File: src/rtl/rffe_cmd_slave.sv
module rffe_cmd_slave #(
  parameter logic [3:0] SLAVE_ID    = 4'h5,
  parameter logic [4:0] STATUS_ADDR = 5'h1A
) (
  input  logic       clk,
  input  logic       rst_n,
  input  logic       sclk_i,
  input  logic       sdata_i,
  output logic       sdata_o,
  output logic       sdata_oe,
  output logic       ss_en_o,
  output logic       dac_a_en_o,
  output logic       dac_b_en_o,
  output logic [7:0] tc_index_o,
  output logic [7:0] dac_a_o,
  output logic [7:0] dac_b_o,
  output logic [7:0] vhv_code_o,
  output logic [1:0] pwr_mode_o
);

  typedef enum logic [3:0] {
    ST_IDLE, ST_CMD, ST_ADDR, ST_DATA, ST_PARK, ST_RD_TA, ST_RD_DATA, ST_RD_PARK
  } st_t;

  st_t         state;
  logic        sclk_q, sdata_q, armed;
  logic [12:0] sh;
  logic [3:0]  cnt, bc_left;
  logic [7:0]  waddr;
  logic [8:0]  rd_sh;
  logic [3:0]  vhv_lo;
  logic        f_cpar, f_len, f_apar, f_dpar, f_urd, f_uwr;

  logic        sclk_rise, sclk_fall, ssc;
  logic [12:0] shn;
  logic [7:0]  cmd, stat, wbyte;
  logic        in_seq;

  assign sclk_rise  = sclk_i & ~sclk_q;
  assign sclk_fall  = ~sclk_i & sclk_q;
  assign ssc        = ~sclk_i & ~sclk_q & armed & sdata_q & ~sdata_i;
  assign shn        = {sh[11:0], sdata_i};
  assign cmd        = shn[8:1];
  assign wbyte      = shn[8:1];
  assign stat       = {1'b0, f_cpar, f_len, f_apar, f_dpar, f_urd, f_uwr, 1'b0};
  assign in_seq     = (state == ST_ADDR) || (state == ST_DATA) ||
                      (state == ST_RD_TA) || (state == ST_RD_DATA);
  assign vhv_code_o = {3'b000, 1'b1, vhv_lo};

  always_ff @(posedge clk or negedge rst_n) begin
    if (!rst_n) begin
      sclk_q  <= 1'b0;
      sdata_q <= 1'b0;
      armed   <= 1'b0;
    end else begin
      sclk_q  <= sclk_i;
      sdata_q <= sdata_i;
      if (sclk_i || ssc)
        armed <= 1'b0;
      else if (~sclk_q & ~sdata_q & sdata_i)
        armed <= 1'b1;
    end
  end

  always_ff @(posedge clk or negedge rst_n) begin
    if (!rst_n) begin
      state      <= ST_IDLE;
      sh         <= '0;
      cnt        <= '0;
      bc_left    <= '0;
      waddr      <= '0;
      rd_sh      <= '0;
      sdata_o    <= 1'b0;
      sdata_oe   <= 1'b0;
      ss_en_o    <= 1'b1;
      dac_a_en_o <= 1'b0;
      dac_b_en_o <= 1'b0;
      tc_index_o <= '0;
      dac_a_o    <= '0;
      dac_b_o    <= '0;
      vhv_lo     <= 4'hB;
      pwr_mode_o <= 2'b00;
      f_cpar     <= 1'b0;
      f_len      <= 1'b0;
      f_apar     <= 1'b0;
      f_dpar     <= 1'b0;
      f_urd      <= 1'b0;
      f_uwr      <= 1'b0;
    end else if (ssc) begin
      if (in_seq) f_len <= 1'b1;
      state    <= ST_CMD;
      cnt      <= '0;
      sdata_oe <= 1'b0;
    end else if (sclk_fall) begin
      sh  <= shn;
      cnt <= cnt + 4'd1;
      case (state)
        ST_CMD: if (cnt == 4'd12) begin
          cnt <= '0;
          if (shn[12:9] != SLAVE_ID)
            state <= ST_IDLE;
          else if (!(^shn)) begin
            f_cpar <= 1'b1;
            state  <= ST_IDLE;
          end else if (cmd[7:4] == 4'b0000) begin
            bc_left <= cmd[3:0];
            state   <= ST_ADDR;
          end else if (cmd[7:5] == 3'b011) begin
            if (cmd[4:0] == STATUS_ADDR) begin
              rd_sh <= {stat, ~^stat};
              state <= ST_RD_TA;
            end else begin
              f_urd <= 1'b1;
              state <= ST_IDLE;
            end
          end else
            state <= ST_IDLE;
        end
        ST_ADDR: if (cnt == 4'd8) begin
          cnt <= '0;
          if (^shn[8:0]) begin
            waddr <= wbyte;
            state <= ST_DATA;
          end else begin
            f_apar <= 1'b1;
            state  <= ST_IDLE;
          end
        end
        ST_DATA: if (cnt == 4'd8) begin
          cnt <= '0;
          if (^shn[8:0]) begin
            case (waddr)
              8'h00: begin
                ss_en_o    <= wbyte[6];
                dac_a_en_o <= wbyte[3];
                dac_b_en_o <= wbyte[2];
              end
              8'h01: tc_index_o <= wbyte;
              8'h02: dac_a_o    <= wbyte;
              8'h03: dac_b_o    <= wbyte;
              8'h10: vhv_lo     <= wbyte[3:0];
              8'h1C: if (wbyte[1:0] != 2'b11) pwr_mode_o <= wbyte[1:0];
              default: f_uwr <= 1'b1;
            endcase
            waddr <= waddr + 8'd1;
            if (bc_left == 4'd0)
              state <= ST_PARK;
            else
              bc_left <= bc_left - 4'd1;
          end else begin
            f_dpar <= 1'b1;
            state  <= ST_IDLE;
          end
        end
        ST_PARK: state <= ST_IDLE;
        ST_RD_TA: begin
          cnt   <= '0;
          state <= ST_RD_DATA;
        end
        ST_RD_DATA: begin
          rd_sh <= {rd_sh[7:0], 1'b0};
          if (cnt == 4'd8) begin
            cnt    <= '0;
            state  <= ST_RD_PARK;
            f_cpar <= 1'b0;
            f_len  <= 1'b0;
            f_apar <= 1'b0;
            f_dpar <= 1'b0;
            f_urd  <= 1'b0;
            f_uwr  <= 1'b0;
          end
        end
        ST_RD_PARK: state <= ST_IDLE;
        default: state <= ST_IDLE;
      endcase
    end else if (sclk_rise) begin
      sdata_oe <= (state == ST_RD_DATA);
      sdata_o  <= rd_sh[8];
    end
  end

  AST_OE_RISE_ON_SCLK: assert property (@(posedge clk) disable iff (!rst_n)
    $rose(sdata_oe) |-> $past(sclk_i & ~sclk_q));

  AST_OE_FALL_CAUSE: assert property (@(posedge clk) disable iff (!rst_n)
    $fell(sdata_oe) |-> ($past(sclk_i & ~sclk_q) || $past(ssc)));

  AST_SSC_RELEASES: assert property (@(posedge clk) disable iff (!rst_n)
    ssc |=> !sdata_oe);

  AST_DAC_WRITE_ON_FALL: assert property (@(posedge clk) disable iff (!rst_n)
    !$stable({dac_a_o, dac_b_o, tc_index_o}) |-> $past(sclk_q & ~sclk_i));

  AST_PM_NEVER_11: assert property (@(posedge clk) disable iff (!rst_n)
    pwr_mode_o != 2'b11);

endmodule

File: config.mk
export PLATFORM = sky130hd
export DESIGN_NAME = rffe_cmd_slave
export DESIGN_NICKNAME = d
export VERILOG_FILES = /design/src/rtl/rffe_cmd_slave.sv
export SDC_FILE = /design/constraint.sdc
export NUM_CORES = 1
export LEC_CHECK = 0
export ABC_CLOCK_PERIOD_IN_PS = 5600
export BUFFER_PORTS_ARGS = -buffer_cell sky130_fd_sc_hd__buf_4
export CAP_MARGIN = 25
export CORE_ASPECT_RATIO = 0.75
export CORE_UTILIZATION = 41
export CTS_BUF_LIST = sky130_fd_sc_hd__clkbuf_8 sky130_fd_sc_hd__clkbuf_16
export CTS_CLUSTER_SIZE = 25
export DETAILED_ROUTE_END_ITERATION = 10
export GPL_ROUTABILITY_DRIVEN = 1
export SLEW_MARGIN = 30
export SYNTH_ARGS = -nofsm -noshare
export SYNTH_HDL_FRONTEND = slang
export SYNTH_SLANG_ARGS = --single-unit
export TNS_END_PERCENT = 1
File: constraint.sdc
create_clock -name clk -period 5.6 [get_ports clk]
set_clock_uncertainty 0.15 [all_clocks]
set_input_delay 0.56 -clock clk [delete_from_list [all_inputs] [get_ports clk]]
set_output_delay 0.56 -clock clk [all_outputs]
set_load 0.05 [all_outputs]
Word-level counts from Yosys, hierarchy flattened

Cells that the tools add are included.

Flip-flop bits (word level): 85
Latch bits: 0
RAM bits: 0
Memory bits (read-only): 0
Input bits: 4
Output and inout port bits: 39
Word-level logic and storage cells: 193
Memories kept: 0

Add/sub/neg operators: 3
Multipliers: 0
Div/mod/pow operators: 0
Order comparisons: 0
Equal/unequal tests: 41
Shift-type cells: 0
Mux-type cells: 69
Bitwise operators: 14
Reductions and logical operators: 41

Operators by type and width:

| kind                                                                     | count |
|---|---|
| 4-bit two-way mux                                                        | 23 |
| 9-bit two-way mux                                                        | 6 |
| 6-bit AND reduction                                                      | 8 |
| 8-bit two-way mux                                                        | 4 |
| 2-bit inequality test (second input constant)                            | 15 |
| 7-bit AND reduction                                                      | 4 |
| 1-bit two-way mux                                                        | 24 |
| 4-bit case mux with 5 select lines                                       | 1 |
| 10-bit AND reduction                                                     | 2 |
| 2-bit nonzero test                                                       | 10 |
| 9-bit case mux with 2 select lines                                       | 1 |
| 8-bit by 2-bit == test with 1-bit output (second input constant)         | 2 |
| 8-bit by 5-bit == test with 1-bit output (second input constant)         | 2 |
| 8-bit case mux with 2 select lines                                       | 1 |
| 13-bit XOR reduction                                                     | 1 |
| 2-bit by 1-bit inequality test with 1-bit output (second input constant) | 6 |
| 4-bit case mux with 3 select lines                                       | 1 |
| 1-bit case mux with 2 select lines                                       | 5 |
| 9-bit AND reduction                                                      | 1 |
| 9-bit XOR reduction                                                      | 1 |
| 8-bit by 1-bit adder with 8-bit output (second input constant)           | 1 |
| 1-bit AND                                                                | 8 |
| 4-bit by 2-bit == test with 1-bit output (second input constant)         | 2 |
| 4-bit by 3-bit == test with 1-bit output (second input constant)         | 2 |
| 23 further kinds                                                         | 37 |

Logic depth before layout (Yosys ltp)

Depth in word-level cells: 10
Gate-level depth with buffers: 8
Mapped depth without buffers: 7

Least setup slack after synthesis

Ideal clock, no wire load.

Kind: register to register
Start: register sh[5]
End: register rd_sh[0]
Setup time: 0.125 ns
Arrival time: 2.348 ns
Required time: 5.325 ns
Slack: 2.977 ns
Cell stages (with the launch flop): 8
Buffers on the path: 1
Period minus slack after synthesis: 2.623 ns
Path through: dfrtp_1 > ha_1 > xnor2_1 > xnor3_2 > o21ba_1 > or3_1 > buf_6 > mux2_4

Cells in the longest elaborated chain, start to end: 3
Elaborated cells between the ends (all ways): 7
Classes of those cells: eq/ne: 4; reduce/logical: 3

Ends and longest elaborated chain:

| what                                               | RTL line | source |
|---|---|---|
| start, declared                                    | 27       | `logic [12:0] sh;` |
| start signal, assigned                             | 95       | `sh <= shn;` |
| 13-bit XOR reduction, or another cell as far along | 102      | `else if (!(^shn)) begin` |
| 2-bit inequality test (no source line)             | --       |  |
| 9-bit AND reduction (no source line) *             | --       |  |
| end signal, assigned                               | 110      | `rd_sh <= {stat, ~^stat};` |
| end signal, assigned                               | 161      | `rd_sh <= {rd_sh[7:0], 1'b0};` |
| end, declared                                      | 30       | `logic [8:0] rd_sh;` |

Every way passes the cells marked *; elsewhere a longest branch is shown, timed or not.
A chain may end at the register's enable or synchronous reset.

Worst setup path after layout

Start: register sh[6]
End: register dac_b_o[4]

Cells in the longest elaborated chain, start to end: 2

Ends and longest elaborated chain:

| what                                 | RTL line | source |
|---|---|---|
| 9-bit XOR reduction                  | 131      | `if (^shn[8:0]) begin` |
| 6-bit AND reduction (no source line) | --       |  |
| end signal, assigned                 | 140      | `8'h03: dac_b_o <= wbyte;` |
| end, declared                        | 16       | `output logic [7:0] dac_b_o,` |

No other way between the ends.

==> flow_metrics.py <==
metrics = {
    "run_status": {
        "status": "complete, no violations",
    },
    "critical_path": {
        "timing_worst_setup_path_type": "reg -> reg",
        "arrival_ps": 3120,
        "cp-start-kind": "flip-flop",
        "crit_chain": "ha_1, xnor2_1, xnor3_2, xnor2_2, nand3_1, mux2_2",
        "cp_slowest_cell": "dfrtp_1",
        "critPathRequiredTime_ps": 5670,
        "worst_path_largest_cell_delay_ps": 550,
        "cp_max_fo": 9,
        "end_kind": "flip-flop",
    },
    "placed_design": {
        "placed_cells": 557,
        "dpl_cell_area_sq_um": 4640,
        "dp_hpwl_mm": 6.64,
        "pre_cts_slack_ps": 2360,
        "numPortBuffers": 38,
        "gp_congestion": 0.856,
    },
    "clock_network": {
        "cts.sinks": 84,
        "clk_latency_ps": 340,
        "clk_pin_slew_ps": 60,
        "clockBufferDepth": 2,
        "ctsResizeCount": 0,
        "htree_levels": 3,
        "holdBufCountCts": 0,
        "cts_inserted_buffers": 9,
        "root_buffer": "clkbuf_16",
        "cts_tree": "yes",
        "postCtsSetupBuffers": 0,
    },
    "pwr": {
        "power.leakage_nw": 2.38,
        "ir_drop_uv": 233,
        "powerDensity_nw_per_um2": 429,
        "total_power_mw": 2.13,
    },
    "timing": {
        "max_freq_ghz": 0.329,
        "relSlewSlack_pct": 47.7,
        "finalHoldViolCount": 0,
        "setup_ws_ps": 2560,
        "fin_crit_sh_pct": 54.3,
        "report.final.slew_viol_count": 0,
        "fin_tns_setup_ps": 0,
        "layout_min_cycle_time_ps": 3040,
        "rsz0062_at_grt": "false",
        "max_slew.worst_pin.slew_ps": 785,
        "finalSetupViolCount": 0,
        "holdWs_ps": 94.5,
    },
    "final_layout": {
        "final_layout_size_suffix_gt1_share_pct": 26.1,
        "post-route-cell-area_sq_um": 4950,
        "fin_cells": 573,
        "fillers": 889,
        "fin_util_pct": 50.1,
        "fin_nets": 448,
        "syn_to_final_growth_pct": 15.5,
        "antenna_cells": 0,
    },
    "die": {
        "core-area_sq_um": 9890,
        "dieArea_sq_um": 10900,
        "initial_core_util_pct": 43.3,
        "rows": 31,
        "die_w_microns": 120,
        "die_h_microns": 90.6,
        "io_pins": 43,
    },
    "detailed_routing": {
        "first_pass_iters": 5,
        "wl_per_cell_microns": 17.1,
        "vias": 3213,
        "drt_iter0_markers": 249,
        "drc": 0,
        "vias_per_cell": 5.61,
        "ant_nets": 0,
        "routed_wirelength_mm": 9.78,
    },
    "synthesis": {
        "synthTopCellsByArea": "dfrtp_1 (47%), mux2_2 (10%), nand2_1 (5.0%)",
        "synth_sequential_area_ratio_pct": 49.2,
        "yosysTopAreaCell": "dfrtp_1",
        "ys_warn_count": 0,
        "synth_ff_type": "dfrtp_1",
        "synthCells": 408,
        "async_flop_share_pct": 100,
        "synth_edf_count": 0,
        "synthDistinctLibCells": 56,
        "syn_area_sq_um": 4290,
        "synth.top_cell.area_share_pct": 46.7,
        "ys_ff_latch": 84,
        "synth.avg_cell_area_sq_um": 10.5,
    },
    "global_route": {
        "grt_first_pass_wirelength_mm": 16.0,
        "grt_pass1_vias": 3016,
        "grt_max_degree": 85,
        "grt_antenna_before_repair": 0,
        "grt_use_total_pct": 19.0,
        "overflow": 0,
    },
    "hold_path": {
        "worst_hold_path_type": "in -> async",
    },
    "job": {
        "drv_cap": 0,
    },
}
-- layer usage --
layer  GRT usage [%]  wire length [microns]  vias up
li1                -                      -     1494
met1            26.9                   4750     1612
met2            28.3                   4330      100
met3            5.49                    619        7
met4            5.00                     82        0
met5               0                      0        -
-- registers in the layout, summed over array words and instances, names as in the netlist, 2 cells and up --
name        flops
tc_index_o      8
pwr_mode_o      2
state           3
cnt             4
dac_a_o         8
sh             12
waddr           8
vhv_lo          4
dac_b_o         8
rd_sh           9
bc_left         4
-- cells in the final DEF, fill, tap and decap left out, types with 5 or more instances in the layout --
cell type / Yosys / layout
dfrtp_1: 80 / 80
nand2_1: 57 / 57
buf_4: 7 / 39
mux2_2: 38 / 38
nor2_1: 22 / 20
a21oi_1: 17 / 17
a31oi_1: 16 / 16
nand3_1: 16 / 16
inv_1: 10 / 11
o21ai_0: 10 / 10
nor3_1: 9 / 9
clkbuf_16: 0 / 9
nor2b_1: 8 / 8
ha_1: 8 / 8
mux2_4: 6 / 6
xnor2_1: 6 / 6
or3_1: 5 / 5
o22ai_1: 5 / 5
-- path summary, 6_finish.rpt --
path	endpoint	cells after the start	startpoint	slack (ps)
min reg2reg	sh[11]	2	sh[11]	330
max in group asynchronous	sclk_q	1	rst_n	4630
max	dac_b_o[4]	6	sh[6]	2560
min in group clk	sclk_q	1	sclk_i	230
min	rd_sh[5]	1	rst_n	90
max reg2reg	dac_b_o[4]	6	sh[6]	2560
-- synthesized netlist by cell type, drive strengths merged (3+ instances only) --
cell,count
nor2b,8
nor3b,3
buf,14
o22ai,5
nand2b,4
o22a,4
o31ai,3
xnor2,7
nand3b,3
o21a,4
or3,6
nor4,3
a21o,3
xor2,3
nand3,16
dfstp,4
and2,3
nor3,9
mux2i,3
clkbuf,11
a31oi,16
dfrtp,80
mux2,45
nor2,22
a21oi,17
ha,8
o21ai,10
a31o,3
nand2,57
inv,10
-- final cells by class --
cell class | count | area (sq um) | area share (%)
well taps | 132 | 165 | 3.34
clock buffers | 11 | 253 | 5.10
repair buffers | 40 | 304 | 6.14
flip-flops and latches | 84 | 2110 | 42.6
inverters | 10 | 37.5 | 0.758
clock inverters | 5 | 60.1 | 1.21
multi-input cells | 291 | 2020 | 40.9
-- critical path: cells and delay by family, from the launching register on --
kind | cells | cell delay [ps]
xor gates and xnor gates | 3 | 1110
adders and majority gates | 1 | 310
DFF | 1 | 550
muxes | 1 | 390
and+or+nand+nor | 1 | 420
-- report_power, final --
group	total [mW]	internal (mW)	switching, mW	leakage (nW)
Sequential	0.838	0.692	0.145	1.12
Combinational	0.674	0.274	0.400	1.10
Clock	0.614	0.371	0.242	0.158
Total	2.13	1.34	0.788	2.38
-- cells by family (layout without fill, tap and decap cells) --
family | after synthesis | count (layout) | share of synthesized area [%]
buffers and inverters | 35 | 66 | 3.91
DFF | 84 | 84 | 49.2
AOI/OAI and AO/OA | 73 | 73 | 11.2
muxes | 48 | 48 | 13.0
and+or+nand+nor | 146 | 146 | 16.9
adders and majority gates | 8 | 8 | 2.34
other | 2 | 4 | 0.175
xor gates and xnor gates | 12 | 12 | 3.30
Note: power is estimated with default switching activity, not from simulation.
